### src/rtl/pel_pkg.sv
package pel_pkg;
  localparam int unsigned TS_W = 32;

  typedef enum logic {
    REC_STATE = 1'b0,
    REC_DELTA = 1'b1
  } rec_sel_e;
endpackage

### src/rtl/pel_tick_div.sv
module pel_tick_div #(
  parameter int unsigned DIV_W = 16
) (
  input  logic             clk_i,
  input  logic             rst_ni,
  input  logic             en_i,
  input  logic [DIV_W-1:0] div_i,
  output logic             tick_o
);
  logic [DIV_W-1:0] cnt_q;

  // >= keeps the period bounded if div_i drops below the running count
  assign tick_o = en_i && (cnt_q >= div_i);

  always_ff @(posedge clk_i or negedge rst_ni) begin
    if (!rst_ni)                cnt_q <= '0;
    else if (!en_i || tick_o)   cnt_q <= '0;
    else                        cnt_q <= cnt_q + 1'b1;
  end

  a_r2_tick_spacing: assert property (@(posedge clk_i) disable iff (!rst_ni)
    (tick_o && div_i != '0) |=> (!tick_o || div_i != $past(div_i)));

  a_r2_no_tick_disabled: assert property (@(posedge clk_i) disable iff (!rst_ni)
    !en_i |-> !tick_o);
endmodule

### src/rtl/pel_change_det.sv
module pel_change_det
  import pel_pkg::*;
#(
  parameter int unsigned PORT_W = 32
) (
  input  logic              clk_i,
  input  logic              rst_ni,
  input  logic              en_i,
  input  logic              tick_i,
  input  rec_sel_e          rec_sel_i,
  input  logic [PORT_W-1:0] port_i,
  input  logic [TS_W-1:0]   ts_i,
  output logic              evt_vld_o,
  output logic [PORT_W-1:0] evt_state_o,
  output logic [TS_W-1:0]   evt_time_o
);
  logic [PORT_W-1:0] samp_q;
  logic              base_vld_q;
  logic [PORT_W-1:0] diff;
  logic              evt_vld_q;
  logic [PORT_W-1:0] evt_state_q;
  logic [TS_W-1:0]   evt_time_q;

  assign diff = port_i ^ samp_q;

  always_ff @(posedge clk_i or negedge rst_ni) begin
    if (!rst_ni) begin
      samp_q      <= '0;
      base_vld_q  <= 1'b0;
      evt_vld_q   <= 1'b0;
      evt_state_q <= '0;
      evt_time_q  <= '0;
    end else begin
      evt_vld_q <= 1'b0;
      if (!en_i) base_vld_q <= 1'b0;
      if (tick_i) begin
        samp_q     <= port_i;
        base_vld_q <= 1'b1;
        if (base_vld_q && (|diff)) begin
          evt_vld_q   <= 1'b1;
          evt_state_q <= (rec_sel_i == REC_DELTA) ? diff : port_i;
          evt_time_q  <= ts_i;
        end
      end
    end
  end

  assign evt_vld_o   = evt_vld_q;
  assign evt_state_o = evt_state_q;
  assign evt_time_o  = evt_time_q;

  a_r4_evt_needs_tick: assert property (@(posedge clk_i) disable iff (!rst_ni)
    !tick_i |=> !evt_vld_o);

  a_r3_baseline_silent: assert property (@(posedge clk_i) disable iff (!rst_ni)
    (tick_i && !base_vld_q) |=> !evt_vld_o);

  a_r4_quiet_sample: assert property (@(posedge clk_i) disable iff (!rst_ni)
    (tick_i && port_i == samp_q) |=> !evt_vld_o);
endmodule

### src/rtl/pel_pingpong.sv
module pel_pingpong
  import pel_pkg::*;
#(
  parameter int unsigned PORT_W = 32,
  parameter int unsigned DEPTH  = 16,
  localparam int unsigned AW    = $clog2(DEPTH)
) (
  input  logic              clk_i,
  input  logic              rst_ni,
  input  logic              evt_vld_i,
  input  logic [PORT_W-1:0] evt_state_i,
  input  logic [TS_W-1:0]   evt_time_i,
  input  logic [1:0]        release_i,
  input  logic              rd_buf_i,
  input  logic [AW-1:0]     rd_addr_i,
  output logic [PORT_W-1:0] rd_state_o,
  output logic [TS_W-1:0]   rd_time_o,
  output logic [1:0]        ready_o,
  output logic              overflow_o
);
  logic          wr_sel_q;
  logic [AW-1:0] wr_ptr_q;
  logic [1:0]    ready_q, ready_n;
  logic          ovf_q;
  logic          accept, last;

  logic [PORT_W-1:0] bank_state [2];
  logic [TS_W-1:0]   bank_time  [2];

  assign accept = evt_vld_i && !ready_q[wr_sel_q];
  assign last   = (wr_ptr_q == AW'(DEPTH-1));

  for (genvar b = 0; b < 2; b++) begin : g_bank
    logic [PORT_W-1:0] st_mem [DEPTH];
    logic [TS_W-1:0]   tm_mem [DEPTH];

    always_ff @(posedge clk_i) begin
      if (accept && (wr_sel_q == 1'(b))) begin
        st_mem[wr_ptr_q] <= evt_state_i;
        tm_mem[wr_ptr_q] <= evt_time_i;
      end
    end

    assign bank_state[b] = st_mem[rd_addr_i];
    assign bank_time[b]  = tm_mem[rd_addr_i];
  end

  always_comb begin
    ready_n = ready_q & ~release_i;
    if (accept && last) ready_n[wr_sel_q] = 1'b1;
  end

  always_ff @(posedge clk_i or negedge rst_ni) begin
    if (!rst_ni) begin
      wr_sel_q <= 1'b0;
      wr_ptr_q <= '0;
      ready_q  <= '0;
      ovf_q    <= 1'b0;
    end else begin
      ready_q <= ready_n;
      if (accept) begin
        if (last) begin
          wr_ptr_q <= '0;
          wr_sel_q <= ~wr_sel_q;
        end else begin
          wr_ptr_q <= wr_ptr_q + 1'b1;
        end
      end
      if (evt_vld_i && ready_q[wr_sel_q]) ovf_q <= 1'b1;
    end
  end

  assign rd_state_o = bank_state[rd_buf_i];
  assign rd_time_o  = bank_time[rd_buf_i];
  assign ready_o    = ready_q;
  assign overflow_o = ovf_q;

  a_r10_overflow_sticky: assert property (@(posedge clk_i) disable iff (!rst_ni)
    overflow_o |=> overflow_o);

  a_r10_drop_flags: assert property (@(posedge clk_i) disable iff (!rst_ni)
    (evt_vld_i && ready_q[wr_sel_q]) |=> overflow_o);

  a_r8_switch_on_full: assert property (@(posedge clk_i) disable iff (!rst_ni)
    (accept && last) |=> (wr_sel_q != $past(wr_sel_q) && wr_ptr_q == '0
                          && ready_o[$past(wr_sel_q)]));

  a_r9_release_clears: assert property (@(posedge clk_i) disable iff (!rst_ni)
    (release_i[0] && !(accept && last && !wr_sel_q)) |=> !ready_o[0]);
endmodule

### src/rtl/port_event_logger.sv
module port_event_logger
  import pel_pkg::*;
#(
  parameter int unsigned PORT_W = 32,
  parameter int unsigned DEPTH  = 16,
  parameter int unsigned DIV_W  = 16
) (
  input  logic                     clk_i,
  input  logic                     rst_ni,
  input  logic                     en_i,
  input  logic [DIV_W-1:0]         div_i,
  input  logic                     rec_sel_i,
  input  logic [PORT_W-1:0]        port_i,
  input  logic [1:0]               release_i,
  input  logic                     rd_buf_i,
  input  logic [$clog2(DEPTH)-1:0] rd_addr_i,
  output logic [PORT_W-1:0]        rd_state_o,
  output logic [TS_W-1:0]          rd_time_o,
  output logic [1:0]               ready_o,
  output logic                     overflow_o
);
  logic              tick;
  logic [TS_W-1:0]   ts_q;
  logic              evt_vld;
  logic [PORT_W-1:0] evt_state;
  logic [TS_W-1:0]   evt_time;

  always_ff @(posedge clk_i or negedge rst_ni) begin
    if (!rst_ni) ts_q <= '0;
    else         ts_q <= ts_q + 1'b1;
  end

  pel_tick_div #(.DIV_W(DIV_W)) u_div (
    .clk_i  (clk_i),
    .rst_ni (rst_ni),
    .en_i   (en_i),
    .div_i  (div_i),
    .tick_o (tick)
  );

  pel_change_det #(.PORT_W(PORT_W)) u_det (
    .clk_i       (clk_i),
    .rst_ni      (rst_ni),
    .en_i        (en_i),
    .tick_i      (tick),
    .rec_sel_i   (rec_sel_e'(rec_sel_i)),
    .port_i      (port_i),
    .ts_i        (ts_q),
    .evt_vld_o   (evt_vld),
    .evt_state_o (evt_state),
    .evt_time_o  (evt_time)
  );

  pel_pingpong #(.PORT_W(PORT_W), .DEPTH(DEPTH)) u_buf (
    .clk_i       (clk_i),
    .rst_ni      (rst_ni),
    .evt_vld_i   (evt_vld),
    .evt_state_i (evt_state),
    .evt_time_i  (evt_time),
    .release_i   (release_i),
    .rd_buf_i    (rd_buf_i),
    .rd_addr_i   (rd_addr_i),
    .rd_state_o  (rd_state_o),
    .rd_time_o   (rd_time_o),
    .ready_o     (ready_o),
    .overflow_o  (overflow_o)
  );

  a_r6_ts_advances: assert property (@(posedge clk_i) disable iff (!rst_ni)
    $past(rst_ni) |-> ts_q == $past(ts_q) + 1'b1);
endmodule

### config.mk
export PLATFORM = sky130hd
export DESIGN_NAME = port_event_logger
export DESIGN_NICKNAME = d
export VERILOG_FILES = /design/src/rtl/pel_pkg.sv /design/src/rtl/pel_tick_div.sv /design/src/rtl/pel_change_det.sv /design/src/rtl/pel_pingpong.sv /design/src/rtl/port_event_logger.sv
export SDC_FILE = /design/constraint.sdc
export NUM_CORES = 2
export LEC_CHECK = 0
export ABC_AREA = 1
export BUFFER_PORTS_ARGS = -buffer_cell sky130_fd_sc_hd__clkbuf_2
export CELL_PAD_IN_SITES_DETAIL_PLACEMENT = 0
export CELL_PAD_IN_SITES_GLOBAL_PLACEMENT = 2
export CORE_UTILIZATION = 30
export CTS_BUF_LIST = sky130_fd_sc_hd__clkbuf_8
export DETAILED_ROUTE_END_ITERATION = 16
export PLACE_DENSITY_LB_ADDON = 0.2
export SYNTH_ARGS = -nofsm -noshare
export SYNTH_HDL_FRONTEND = slang
export SYNTH_SLANG_ARGS = --single-unit
### constraint.sdc
create_clock -name clk_i -period 6.3 [get_ports clk_i]
set_input_delay 0 -clock clk_i [delete_from_list [all_inputs] [get_ports clk_i]]
set_output_delay 0 -clock clk_i [all_outputs]
set_load 0.02 [all_outputs]
* Word-level counts from Yosys, hierarchy flattened *
Memory sizes are Yosys's and may differ from the RTL's.
Index checks and enable logic that the tools add are counted.

operators by class
  add/subtract/negate cells = 3
  multipliers = 0
  div/mod/pow operators = 0
  magnitude comparators = 4
  equality and inequality tests = 2
  shift operators = 0
  multiplexer cells = 22
  bitwise operators = 6
  reductions and logical operators = 14

operators by type and width
  operator                                                    count
  two-way mux 32 bit                                          7
  adder 32 x 1 -> 32 bit, second input constant               1
  OR reduction 32 bit                                         1
  XOR 32 bit                                                  1
  adder 16 x 1 -> 16 bit, second input constant               1
  greater-or-equal comparator 16 bit                          1
  two-way mux 16 bit                                          1
  two-way mux 1 bit                                           11
  logical AND 1 bit                                           8
  adder 4 x 1 -> 4 bit, second input constant                 1
  equality test 4 bit, second input constant                  1
  two-way mux 4 bit                                           1
  AND reduction 2 bit                                         2
  AND 2 bit                                                   1
  greater-or-equal comparator 2 bit, second input constant    1
  zero test 1 bit                                             2
  less-than comparator 1 x 2 -> 1 bit, second input constant  1
  two-way mux 2 bit                                           1
  inequality test 2 x 1 -> 1 bit, second input constant       1
  NOT 1 -> 2 bit                                              1
  NOT 2 bit                                                   1
  OR 2 bit                                                    1
  demux 1 bit (select 1 bit)                                  1
  greater-or-equal comparator 1 bit, second input constant    1
  other kinds (2)                                             2

storage, ports and cells
  register bits after elaboration = 154
  bits in latches = 0
  memory bits (writable) = 2048
  bits in read-only memories = 0
  output and inout bits = 67
  memories kept = 4

memories
  memory                  words  width  rd ports  clocked after Yosys merged registers in  write ports  line                RTL
  u_buf.g_bank[0].st_mem  16     32     1         0                                        1            pel_pingpong.sv:34  logic [PORT_W-1:0] st_mem [DEPTH];
  u_buf.g_bank[0].tm_mem  16     32     1         0                                        1            pel_pingpong.sv:35  logic [TS_W-1:0] tm_mem [DEPTH];
  u_buf.g_bank[1].st_mem  16     32     1         0                                        1            pel_pingpong.sv:34
  u_buf.g_bank[1].tm_mem  16     32     1         0                                        1            pel_pingpong.sv:35

* Longest topological paths before layout *
  depth in word-level cells = 7
  mapped depth = 16
  gate-level depth less buffers = 14

* Cells and area by module *
From an unflattened synthesis, not the netlist that was laid out.

second synthesis, totals
  cell total of the unflattened synthesis = 7707
  area total of the unflattened synthesis = 90026.3 um^2

modules (own cells, without submodules)
  module             times used  cells each  area an instance (um^2)
  pel_pingpong       1           6695        82033.7
  pel_change_det     1           639         4916.0
  port_event_logger  1           219         1838.0
  pel_tick_div       1           154         1238.7

* Worst setup path after synthesis *
Ideal clock, no wire load.

  path kind = reg-to-reg
  start point = register u_buf.ready_q[0] (netlist: u_buf.ready_o[0])
  end point = memory u_buf.g_bank[0].st_mem[12][0] (enable)
  arrival time = 5.277 ns
  data required time = 5.736 ns
  setup slack = 0.459 ns
  stages on the path, launching flop included = 6
  path buffers = 0
  clock period less this slack = 5.841 ns
  cells stage by stage = dfrtp_1 nor2_1 inv_1 nor2_1 clkinv_1 nor3_1

between the ends
  cells in the longest elaborated chain, start to end = 7

ends and longest elaborated chain
  what                                                  line                RTL
  start: declaration                                    pel_pingpong.sv:23  logic [1:0] ready_q, ready_n;
  start signal: assignment                              pel_pingpong.sv:60  ready_q <= ready_n;
  two-way mux 1 bit (not written as such) (2 in a row)  pel_pingpong.sv:30  assign accept = evt_vld_i && !ready_q[wr_sel_q];
  zero test 1 bit                                       pel_pingpong.sv:30
  logical AND 1 bit                                     pel_pingpong.sv:30
  logical AND 1 bit                                     pel_pingpong.sv:38  if (accept && (wr_sel_q == 1'(b))) begin
  two-way mux 1 bit                                     pel_pingpong.sv:38
  two-way mux 1 bit (not written as such)               pel_pingpong.sv:39  st_mem[wr_ptr_q] <= evt_state_i;
  end: declaration                                      pel_pingpong.sv:34

No other way between the ends. The select of a mux whose other input is x is not followed.

* Worst setup path after layout *
  start point = register u_div.cnt_q[9]
  end point = register u_det.samp_q[16]

between the ends
  cells in the longest elaborated chain, start to end = 2

ends and longest elaborated chain
  what                                line                  RTL
  start: declaration                  pel_tick_div.sv:10    logic [DIV_W-1:0] cnt_q;
  start signal: assignment            pel_tick_div.sv:18    else cnt_q <= cnt_q + 1'b1;
  greater-or-equal comparator 16 bit  pel_tick_div.sv:13    assign tick_o = en_i && (cnt_q >= div_i);
  logical AND 1 bit                   pel_tick_div.sv:13
  end signal: assignment              pel_change_det.sv:37  samp_q <= port_i;
  end: declaration                    pel_change_det.sv:17  logic [PORT_W-1:0] samp_q;

No other way between the ends.
A chain may end at the register's enable or synchronous reset.

==> flow_metrics.py <==
metrics = {
    "status": {
        "status": "completed",
    },
    "timing": {
        "rsz0062_at_grt": "no",
        "fin_crit_ps": 3640,
        "finalMaxSlewViolations": 0,
        "finalSetupTns_ps": 0,
        "fin_skew_ps": 81.2,
        "finalHoldViolations": 0,
        "fin_crit_sh": 0.578,
        "finalSetupViolCount": 0,
        "max_slew_margin": 0.0800,
        "max_freq_mhz": 274,
        "worstMarginPinSlew_ps": 1370,
        "hold_ws_ps": 102,
    },
    "synthesis": {
        "yosysMostFrequentCell": "edfxtp_1",
        "synth-edff-count": 2048,
        "async_reset_ff_frac": 0.0699,
        "yosysTopAreaCell": "edfxtp_1",
        "synth_area_leaders": "edfxtp_1, o21ai_0, nand2_1, dfrtp_1, nor2_1",
        "synth_cell_types": 31,
        "yosys_warnings": 0,
        "synth_top_area_share": 0.696,
        "syn-num-nets": 7302,
        "syn_inst": 7221,
        "synth_ff_type": "edfxtp_1",
        "seq_area_frac_synth": 0.740,
        "synth_area_um2": 88300,
        "syn_area_per_cell_um2": 12.2,
        "ys_ff_latch": 2202,
        "synth_common_cells": "edfxtp_1, nand2_1, nor2_1",
    },
    "place": {
        "portBuffers": 125,
        "hpwl_um": 142000,
        "gp_congestion": 0.736,
        "numPlacedInstances": 10900,
    },
    "routing": {
        "wl_met1_um": 137000,
        "routed_wl_um": 302000,
        "top_layer": "met4",
        "dr.pass1.iters": 5,
        "drc": 0,
        "met2_wirelength_um": 143000,
        "wire_per_inst_um": 25.8,
        "drt-initial-drc-count": 4832,
        "met3WireLength_um": 16200,
        "vias": 58900,
        "ant_nets": 0,
        "via_per_inst": 5.04,
    },
    "cells_and_area": {
        "n_fill_cell": 29100,
        "utilization": 0.348,
        "nets": 7580,
        "drive_above_1_share": 0.0994,
        "syn_to_final_growth_pct": 15.0,
        "finalNonFillerCells": 11700,
    },
    "clocking": {
        "tritoncts": "built",
        "numCtsBuffers": 397,
        "cts_setup_buffers": 0,
        "clock-sinks": 2202,
        "clk_pin_slew_ps": 60,
        "cts-root-buf": "clkbuf_8",
        "htree_levels": 5,
        "clock_latency_ps": 1030,
        "cts.repair.resized": 0,
        "cts.path.max_buffers": 4,
    },
    "setup_path": {
        "r2r_cells": 9,
        "worstPathRequired_ps": 7130,
        "r2r_slack_ps": 2660,
        "regToRegStartpoint": "u_div.cnt_q[9]$_DFF_PN0_",
        "arrival_ps": 4470,
        "crit_type": "register to register",
        "crit_path_max_fanout": 70,
        "end_kind": "register",
        "start_kind": "register",
        "r2r-end": "u_det.samp_q[16]$_DFFE_PN0P_",
    },
    "worst_hold_path": {
        "holdPathStages": 7,
        "hp-start": "port_i[16]",
        "min_path_type": "input pin to register",
        "hold_end": "u_det.evt_state_o[16]$_DFFE_PN0P_",
    },
    "die": {
        "start_util": 0.303,
        "dieArea_um2": 297000,
        "fp.dieW_um": 545,
        "placementRows": 198,
        "core_um2": 292000,
        "die_y_um": 545,
        "pin_count": 126,
    },
    "global_routing": {
        "grt-ovfl-total": 0,
        "grt_pass1_vias": 57700,
        "grt_max_degree": 211,
        "antenna_found_initial": 14,
        "grt_pass1_wl_um": 427000,
        "track_usage": 0.200,
    },
    "pwr": {
        "power_uw": 29800,
        "power.density_nw_per_um2": 293,
        "ir_worst_vdd_mv": 0.149,
        "leakagePower_uw": 0.0332,
    },
    "run": {
        "cap_viol_max_count": 0,
    },
}
## area by class of cell
class                      instances  area [um^2]  share of cell area
clock inverter                   279         1350              0.0133
multi-input combinational       4388        20500               0.201
antenna                            7         17.5            0.000172
sequential                      2202        65400               0.644
clock buffer                     418         5750              0.0566
timing repair buffer             362         3140              0.0309
inverter                         148          604             0.00595
tap                             3900         4880              0.0481
## registers in the layout, summed over array words and instances (netlist names)
signal	count
u_buf.wr_sel_q	1
u_det.base_vld_q	1
ts_q	32
u_buf.wr_ptr_q	4
u_det.samp_q	32
u_det.evt_state_o	32
u_buf.overflow_o	1
u_det.evt_vld_o	1
u_buf.g_bank.tm_mem	1024
u_det.evt_time_o	32
u_buf.g_bank.st_mem	1024
u_div.cnt_q	16
u_buf.ready_o	2
## layout by cell type (no fill, tap or decap), types with 5 or more instances in the layout
cell type and instances:
bufinv_16 6, nor2_1 981, nor3_2 6, nor4_1 5, nand3_1 433, ha_1 22, inv_6 9, clkbuf_8 418
xor2_1 29, o21ai_0 977, nand4_1 75, clkinv_2 34, o31ai_1 28, clkinv_1 80, inv_1 282, nand2_1 1242
xnor2_1 9, nor2_4 26, buf_4 94, a21oi_1 80, clkinvlp_4 6, buf_12 31, clkbuf_2 119, nor3b_1 5
dfrtp_1 154, edfxtp_1 2048, diode_2 7, dlygate4sd3_1 111, o22ai_1 438, nor3_1 21
## worst max-delay path by stage
stage,from,end,depth (start not counted)
finish,u_div.cnt_q[9]$_DFF_PN0_,u_det.samp_q[16]$_DFFE_PN0P_,9
global route,u_div.cnt_q[7]$_DFF_PN0_,u_det.evt_state_o[28]$_DFFE_PN0P_,12
CTS,u_div.cnt_q[9]$_DFF_PN0_,u_det.samp_q[16]$_DFFE_PN0P_,9
detailed placement,u_div.cnt_q[5]$_DFF_PN0_,u_det.evt_state_o[15]$_DFFE_PN0P_,12
global placement,u_div.cnt_q[5]$_DFF_PN0_,u_det.evt_state_o[23]$_DFFE_PN0P_,12
floorplan,u_buf.ready_o[0]$_DFF_PN0_,u_buf.g_bank[0].st_mem[12][0]$_DFFE_PP_,5
## power by group
part / internal [uW] / switching (uW) / total, uW / leakage, uW
sequential: 15800 / 25.4 / 15800 / 0.0179
clock: 6340 / 6050 / 12400 / 0.00417
combinational: 437 / 1160 / 1590 / 0.0111
## per-stage QoR
step	area, um^2	worst slack, ps
floorplan	88300	459
global placement	93300	2710
detailed placement	93300	2730
CTS	102000	2640
global route	102000	2380
finish	102000	2660
## critical path: stages, from the launching register on
cell and delay [ps]:
dfrtp_1 430, ha_1 310, a21oi_1 140, o21ai_0 110, a21oi_1 280, nand2_4 590
nand2_2 320, buf_4 500, o21ai_0 160, dlygate4sd3_1 580
## repair_timing
action	CTS	global route
setup endpoints to repair	0	0
endpoints found under the hold margin	181	0
hold buffers	112	0
## logic make-up (layout without fill, tap and decap cells)
kind of cell               after synthesis  count (layout)  synth area share
AOI/OAI and AO/OA                     1526            1526            0.0936
xor gates and xnor gates                38              38           0.00377
adders and majority gates               22              22           0.00312
buffers and inverters                  631            1207            0.0312
DFF                                   2202            2202             0.740
other                                    0               7                 0
and+or+nand+nor                       2802            2802             0.128
## layer usage
layer  GRT usage  up-vias
li1            -    26700
met1       0.274    30200
met2       0.328     1596
met3      0.0330      448
met4      0.0516        0
met5           0        -
No activity file was read; power rests on OpenSTA's default activity.
